[config.mk]
export PLATFORM = sky130hd
export DESIGN_NAME = task_switch_seq
export DESIGN_NICKNAME = d
export VERILOG_FILES = /design/src/rtl/tsw_pkg.sv /design/src/rtl/tsw_entry_check.sv /design/src/rtl/tsw_op_encode.sv /design/src/rtl/task_switch_seq.sv
export SDC_FILE = /design/constraint.sdc
export NUM_CORES = 1
export LEC_CHECK = 0
export BUFFER_PORTS_ARGS = -buffer_cell sky130_fd_sc_hd__buf_4
export CORE_MARGIN = 2
export CORE_UTILIZATION = 45
export CTS_CLUSTER_DIAMETER = 100
export CTS_CLUSTER_SIZE = 24
export DETAILED_ROUTE_END_ITERATION = 6
export PLACE_DENSITY = 0.66
export SLEW_MARGIN = 20
export SYNTH_ARGS = -nofsm -noshare
export SYNTH_HDL_FRONTEND = slang
export SYNTH_SLANG_ARGS = --single-unit
[constraint.sdc]
create_clock -name clk -period 2.9 [get_ports clk]
set_clock_uncertainty 0.1 [all_clocks]
set_input_delay 0.145 -clock clk [delete_from_list [all_inputs] [get_ports clk]]
set_output_delay 0.145 -clock clk [all_outputs]
set_load 0.01 [all_outputs]
[src/rtl/tsw_pkg.sv]
package tsw_pkg;

    typedef enum logic [1:0] {
        K_JMP  = 2'd0,
        K_CALL = 2'd1,
        K_INT  = 2'd2,
        K_IRET = 2'd3
    } req_kind_t;

    typedef enum logic [3:0] {
        ST_IDLE,
        ST_CHECK,
        ST_CLR_OLD,
        ST_SET_BUSY,
        ST_SAVE_OLD,
        ST_LOAD_REGS,
        ST_FLAGS,
        ST_LOAD_LDT,
        ST_LOAD_SEG,
        ST_LOAD_IP,
        ST_DONE,
        ST_FAULT
    } state_t;

    localparam logic [3:0] OP_NONE      = 4'd0;
    localparam logic [3:0] OP_CLR_OLD   = 4'd1;
    localparam logic [3:0] OP_SET_BUSY  = 4'd2;
    localparam logic [3:0] OP_SAVE_OLD  = 4'd3;
    localparam logic [3:0] OP_LOAD_REGS = 4'd4;
    localparam logic [3:0] OP_LOAD_LDT  = 4'd5;
    localparam logic [3:0] OP_LOAD_SEG  = 4'd6;
    localparam logic [3:0] OP_LOAD_IP   = 4'd7;

    localparam int VEC_BAD_TSS = 10;
    localparam int VEC_NOT_PRES = 11;
    localparam int VEC_PROT = 13;

endpackage

[src/rtl/tsw_entry_check.sv]
module tsw_entry_check
    import tsw_pkg::*;
#(
    parameter int PL_W  = 2,
    parameter int SEL_W = 16,
    parameter int VEC_W = 8
) (
    input  req_kind_t        kind,
    input  logic             via_gate,
    input  logic [PL_W-1:0]  cpl,
    input  logic [PL_W-1:0]  rpl,
    input  logic [PL_W-1:0]  dpl,
    input  logic             present,
    input  logic             desc_busy,
    input  logic [SEL_W-1:0] gate_sel,
    input  logic [SEL_W-1:0] tss_sel,
    output logic             bad,
    output logic [VEC_W-1:0] vec,
    output logic [SEL_W-1:0] err
);
    logic priv_fail;

    // Interrupt-return skips the privilege screen entirely.
    assign priv_fail = (kind != K_IRET) && ((dpl < cpl) || (dpl < rpl));

    always_comb begin
        bad = 1'b1;
        vec = VEC_W'(VEC_PROT);
        err = tss_sel;
        if (priv_fail) begin
            err = via_gate ? gate_sel : tss_sel;
        end else if (!present) begin
            vec = VEC_W'(VEC_NOT_PRES);
        end else if (desc_busy) begin
            vec = VEC_W'(VEC_PROT);
        end else begin
            bad = 1'b0;
            vec = '0;
            err = '0;
        end
    end
endmodule

[src/rtl/tsw_op_encode.sv]
module tsw_op_encode
    import tsw_pkg::*;
#(
    parameter int OP_W = 4
) (
    input  state_t          state,
    output logic            mem_req,
    output logic [OP_W-1:0] mem_op
);
    always_comb begin
        mem_req = 1'b1;
        unique case (state)
            ST_CLR_OLD:   mem_op = OP_W'(OP_CLR_OLD);
            ST_SET_BUSY:  mem_op = OP_W'(OP_SET_BUSY);
            ST_SAVE_OLD:  mem_op = OP_W'(OP_SAVE_OLD);
            ST_LOAD_REGS: mem_op = OP_W'(OP_LOAD_REGS);
            ST_LOAD_LDT:  mem_op = OP_W'(OP_LOAD_LDT);
            ST_LOAD_SEG:  mem_op = OP_W'(OP_LOAD_SEG);
            ST_LOAD_IP:   mem_op = OP_W'(OP_LOAD_IP);
            default: begin
                mem_req = 1'b0;
                mem_op  = OP_W'(OP_NONE);
            end
        endcase
    end
endmodule

[src/rtl/task_switch_seq.sv]
module task_switch_seq
    import tsw_pkg::*;
#(
    parameter int PL_W  = 2,
    parameter int SEL_W = 16,
    parameter int VEC_W = 8,
    parameter int OP_W  = 4
) (
    input  logic             clk,
    input  logic             rst_n,
    input  logic             start,
    input  logic [1:0]       kind,
    input  logic             via_gate,
    input  logic [PL_W-1:0]  cpl,
    input  logic [PL_W-1:0]  rpl,
    input  logic [PL_W-1:0]  dpl,
    input  logic             present,
    input  logic             desc_busy,
    input  logic             nt_flag,
    input  logic [SEL_W-1:0] gate_sel,
    input  logic [SEL_W-1:0] tss_sel,
    input  logic             mem_ack,
    input  logic             mem_bad,
    output logic             active,
    output logic             mem_req,
    output logic [OP_W-1:0]  mem_op,
    output logic             set_ts,
    output logic             set_nt,
    output logic             done,
    output logic             fault,
    output logic [VEC_W-1:0] fault_vec,
    output logic [SEL_W-1:0] fault_err
);
    state_t           state, nxt;
    req_kind_t        k_q;
    logic             via_q, pres_q, busy_q;
    logic [PL_W-1:0]  cpl_q, rpl_q, dpl_q;
    logic [SEL_W-1:0] gsel_q, tsel_q;
    logic [VEC_W-1:0] vec_q;
    logic [SEL_W-1:0] err_q;
    logic             chk_bad;
    logic [VEC_W-1:0] chk_vec;
    logic [SEL_W-1:0] chk_err;
    logic             nested;
    logic             accept;
    logic             bad_ack;

    assign nested  = (k_q == K_CALL) || (k_q == K_INT);
    assign accept  = start && !(req_kind_t'(kind) == K_IRET && !nt_flag);
    assign bad_ack = mem_ack && mem_bad;

    tsw_entry_check #(.PL_W(PL_W), .SEL_W(SEL_W), .VEC_W(VEC_W)) u_chk (
        .kind(k_q), .via_gate(via_q), .cpl(cpl_q), .rpl(rpl_q), .dpl(dpl_q),
        .present(pres_q), .desc_busy(busy_q), .gate_sel(gsel_q), .tss_sel(tsel_q),
        .bad(chk_bad), .vec(chk_vec), .err(chk_err)
    );

    tsw_op_encode #(.OP_W(OP_W)) u_enc (
        .state(state), .mem_req(mem_req), .mem_op(mem_op)
    );

    // State register
    always_ff @(posedge clk) begin
        if (!rst_n) state <= ST_IDLE;
        else        state <= nxt;
    end

    // Request capture and fault record
    always_ff @(posedge clk) begin
        if (!rst_n) begin
            k_q <= K_JMP; via_q <= 1'b0; pres_q <= 1'b0; busy_q <= 1'b0;
            cpl_q <= '0; rpl_q <= '0; dpl_q <= '0; gsel_q <= '0; tsel_q <= '0;
            vec_q <= '0; err_q <= '0;
        end else begin
            if (state == ST_IDLE && accept) begin
                k_q <= req_kind_t'(kind); via_q <= via_gate;
                pres_q <= present; busy_q <= desc_busy;
                cpl_q <= cpl; rpl_q <= rpl; dpl_q <= dpl;
                gsel_q <= gate_sel; tsel_q <= tss_sel;
            end
            if (state == ST_CHECK && chk_bad) begin
                vec_q <= chk_vec; err_q <= chk_err;
            end else if ((state == ST_LOAD_LDT || state == ST_LOAD_SEG) && bad_ack) begin
                vec_q <= VEC_W'(VEC_BAD_TSS); err_q <= tsel_q;
            end else if (state == ST_LOAD_IP && bad_ack) begin
                vec_q <= VEC_W'(VEC_PROT); err_q <= '0;
            end
        end
    end

    // Next-state logic
    always_comb begin
        nxt = state;
        unique case (state)
            ST_IDLE:      if (accept) nxt = ST_CHECK;
            ST_CHECK:     nxt = chk_bad ? ST_FAULT : (nested ? ST_SET_BUSY : ST_CLR_OLD);
            ST_CLR_OLD:   if (mem_ack) nxt = ST_SET_BUSY;
            ST_SET_BUSY:  if (mem_ack) nxt = ST_SAVE_OLD;
            ST_SAVE_OLD:  if (mem_ack) nxt = ST_LOAD_REGS;
            ST_LOAD_REGS: if (mem_ack) nxt = ST_FLAGS;
            ST_FLAGS:     nxt = ST_LOAD_LDT;
            ST_LOAD_LDT:  if (mem_ack) nxt = mem_bad ? ST_FAULT : ST_LOAD_SEG;
            ST_LOAD_SEG:  if (mem_ack) nxt = mem_bad ? ST_FAULT : ST_LOAD_IP;
            ST_LOAD_IP:   if (mem_ack) nxt = mem_bad ? ST_FAULT : ST_DONE;
            ST_DONE:      nxt = ST_IDLE;
            ST_FAULT:     nxt = ST_IDLE;
            default:      nxt = ST_IDLE;
        endcase
    end

    // Outputs
    always_comb begin
        active    = (state != ST_IDLE);
        set_ts    = (state == ST_FLAGS);
        set_nt    = (state == ST_FLAGS) && nested;
        done      = (state == ST_DONE);
        fault     = (state == ST_FAULT);
        fault_vec = fault ? vec_q : '0;
        fault_err = fault ? err_q : '0;
    end

    // Assertions
    p_idle_quiet_r1: assert property (@(posedge clk) disable iff (!rst_n)
        !active |-> !mem_req && !done && !fault);

    p_iret_plain_ignored_r3: assert property (@(posedge clk) disable iff (!rst_n)
        (!active && start && kind == 2'd3 && !nt_flag) |=> !active);

    p_nt_needs_ts_r6: assert property (@(posedge clk) disable iff (!rst_n)
        set_nt |-> set_ts);

    p_req_hold_r7: assert property (@(posedge clk) disable iff (!rst_n)
        (mem_req && !mem_ack) |=> (mem_req && $stable(mem_op)));

    p_vec_legal_r8: assert property (@(posedge clk) disable iff (!rst_n)
        fault |-> (fault_vec == VEC_W'(VEC_BAD_TSS) || fault_vec == VEC_W'(VEC_NOT_PRES)
                   || fault_vec == VEC_W'(VEC_PROT)));

    p_done_after_ip_r9: assert property (@(posedge clk) disable iff (!rst_n)
        done |-> $past(mem_ack && !mem_bad && mem_op == OP_W'(OP_LOAD_IP)));

    p_excl_outcome_r9: assert property (@(posedge clk) disable iff (!rst_n)
        !(done && fault));

    p_done_pulse_r9: assert property (@(posedge clk) disable iff (!rst_n)
        done |=> !done);
endmodule

==> results.ini <==
[sta]
rsz0062_at_grt=false
setup_viol=0
post-route-period-util=0.809
worst_pin_slew_ps=758
finalSetupTns_ps=0
hold_viol=0
slew-limit-headroom=0.494
slew_viol_final=0
fin_crit_ps=2350
fmax_ghz=0.426

[critical_path]
arrival_ps=2460
slowest_stage=dfxtp_1
worst-endpoint-required_ps=3010
startpoint_type=flop
critPathKind=reg -> reg
slowest_delay_ps=650
path_max_fanout=17
end_kind=flop
crit_path_cell_trace=or4b_4, a21o_1, o21ai_1, or2_2, a21oi_1

[logic_synthesis]
netlist.area_leader.share=0.396
synth_edf_count=0
yosysMostFrequentCell=nand2_1
syn_area_sq_mm=0.00339
yosysWarnings=0
synth_cell_types=50
post_synth.cell_area_avg_sq_um=8.39
ys_ff_latch=67
yosysTopAreaCell=dfxtp_1
synthCells=404
yosys-top-cells-area=dfxtp_1 40%, nand2_1 10%, a21boi_0 9.7%, mux2_2 5.6%, and2_1 3.9%
async_flop_share=0
synth_common_cells=92 x nand2_1, 67 x dfxtp_1, 44 x a21boi_0
ys_seq_area_frac=0.396
synthFlopType=dfxtp_1

[min_path]
hold_class=in -> reg

[floorplanning]
core-area_sq_mm=0.00729
die_x_um=90.8
dieHeight_um=90.8
die_area_sq_mm=0.00824
num_rows=31
ios=83
start_util=0.465

[power]
netSwitchingFraction=0.380
ir_drop_v=0.000341
internal-power_mw=2.24
p_per_area_mw_per_mm2=789
p_sw_mw=1.37
clock_power_share=0.220
p_leak_nw=1.89
p_comb_frac=0.396
p_seq_frac=0.384

[routing]
firstDrtPassIters=4
route.detailed.drc=0
via_per_inst=5.20
post_drt_wl_per_cell_um=14.0
drt_iter0_drc=219
wirelength_mm=8.51
postRouteAntennaNets=0
route.vias.total=3152

[job]
maxCapViolations=0

[clock_tree]
clk_pin_slew_worst_paths_ps=70
clock_latency_ps=340
cts_made_buffers=9
clockRootBuffer=clkbuf_8
cts_sinks=67
clockBufferDepth=2
post_cts_resize_count=0
htreeDepth=3
ctsHoldBuffers=41
cts_setup_buffers=0
cts_tree=built

[global_routing]
grt_first_pass_wirelength_mm=14.0
overflow=0
grt_pass1_vias=2926
grtUsageTotal=0.209
antenna_found_initial=0
grt_max_degree=69

[run_status]
outcome=complete, no violations

[finish]
nFillCells=672
final_nets=556
diodes=0
instances_no_fill=606
drive_gt1_frac=0.237
area_growth_pct=35.0

[placed_design]
hpwlAfterDp_mm=5.36
place_inst=551
io_buffers=77
gp_congestion=0.818

## logic make-up (layout without fill, tap and decap cells)
logic type               after synthesis  count (layout)  synth area share
adder cells (fa/ha/maj)                3               3            0.0111
flip-flops                            67              67             0.396
AND/OR/NAND/NOR                      148             148             0.207
other                                  1               5           0.00111
XOR/XNOR                               2               2           0.00517
multiplexers                          18              18            0.0594
AO/OA/AOI/OAI                        122             122             0.260
buffers and inverters                 43             142            0.0598
## worst max-delay path, delay by kind of cell, from the launching register on
family / cells / cell delay (ps)
AO/OA/AOI/OAI: 3 / 520
flip-flops: 1 / 650
AND/OR/NAND/NOR: 2 / 940
## cells in the final DEF (no fill, tap or decap), types with 2 or more instances in the layout
cell type       n
nand2_1        92
buf_4          83
dfxtp_1        67
a21boi_0       44
dlygate4sd3_1  41
and2_1         21
a21oi_1        21
mux2_2         17
a22oi_1        16
o31ai_1        16
clkbuf_8       12
conb_1          5
inv_1           4
nor2_1          4
nor3b_1         4
o21ai_0         4
nand2b_1        3
nor4b_1         3
nor3_1          3
nand3_1         3
a211o_1         3
a211oi_1        3
ha_1            3
nor2b_1         2
nand3b_1        2
or2_2           2
a21o_1          2
and3_1          2
o21a_1          2
## worst paths after layout
path / start / endpoint / slack (ps) / cells after the start
worst min register to register: vec_q[3]$_SDFFE_PN0P_ / vec_q[3]$_SDFFE_PN0P_ / 360 / 1
worst max register to register: state[0]$_SDFFE_PN0P_ / err_q[9]$_SDFFE_PN0P_ / 550 / 5
worst max-delay path: state[0]$_SDFFE_PN0P_ / err_q[9]$_SDFFE_PN0P_ / 550 / 5
worst min-delay path: tss_sel[12] / tsel_q[12]$_SDFFE_PN0P_ / 8 / 3
## sequential cells by signal, summed over array words and instances (netlist names)
signal / count
tsel_q: 16
via_q: 1
state: 4
rpl_q: 2
gsel_q: 16
dpl_q: 2
k_q: 2
busy_q: 1
err_q: 16
cpl_q: 2
vec_q: 4
pres_q: 1
## metrics by stage
step	hold WS (ps)	worst slack, ps	util	total power [mW]	instance area (sq um)
floorplan	190	947	-	2.41	3400
global placement	312	646	0.544	2.75	3970
detailed placement	315	564	0.544	2.77	3970
CTS	0.251	551	0.628	3.61	4580
global route	10.6	383	0.628	3.85	4580
finish	8.13	553	0.628	3.61	4580
## routing by layer
layer  vias to the layer above  share of wire  GRT usage
met2                        94           0.44      0.315
met1                      1437           0.50      0.297
met5                         -              0          0
li1                       1605              -          -
met4                         0          0.020     0.0922
met3                        16          0.044     0.0309
## cell type report
cell class	instances	area, sq um	share of cell area
multi-input combinational	298	1860	0.407
sequential	67	1340	0.293
timing repair buffer	124	1030	0.226
clock buffer	12	165	0.0361
tap	99	124	0.0271
clock inverter	2	35.0	0.00765
inverter	4	15.0	0.00328
## power groups by stage
stage | sequential [mW] | clock, mW | combinational [mW]
2_1_floorplan | 1.26 | 0 | 1.15
3_3_place_gp | 1.40 | 0 | 1.35
3_5_place_dp | 1.40 | 0 | 1.37
4_1_cts | 1.38 | 0.803 | 1.43
5_1_grt | 1.42 | 0.838 | 1.59
6_report | 1.39 | 0.794 | 1.43
(Power assumes the default switching activity.)
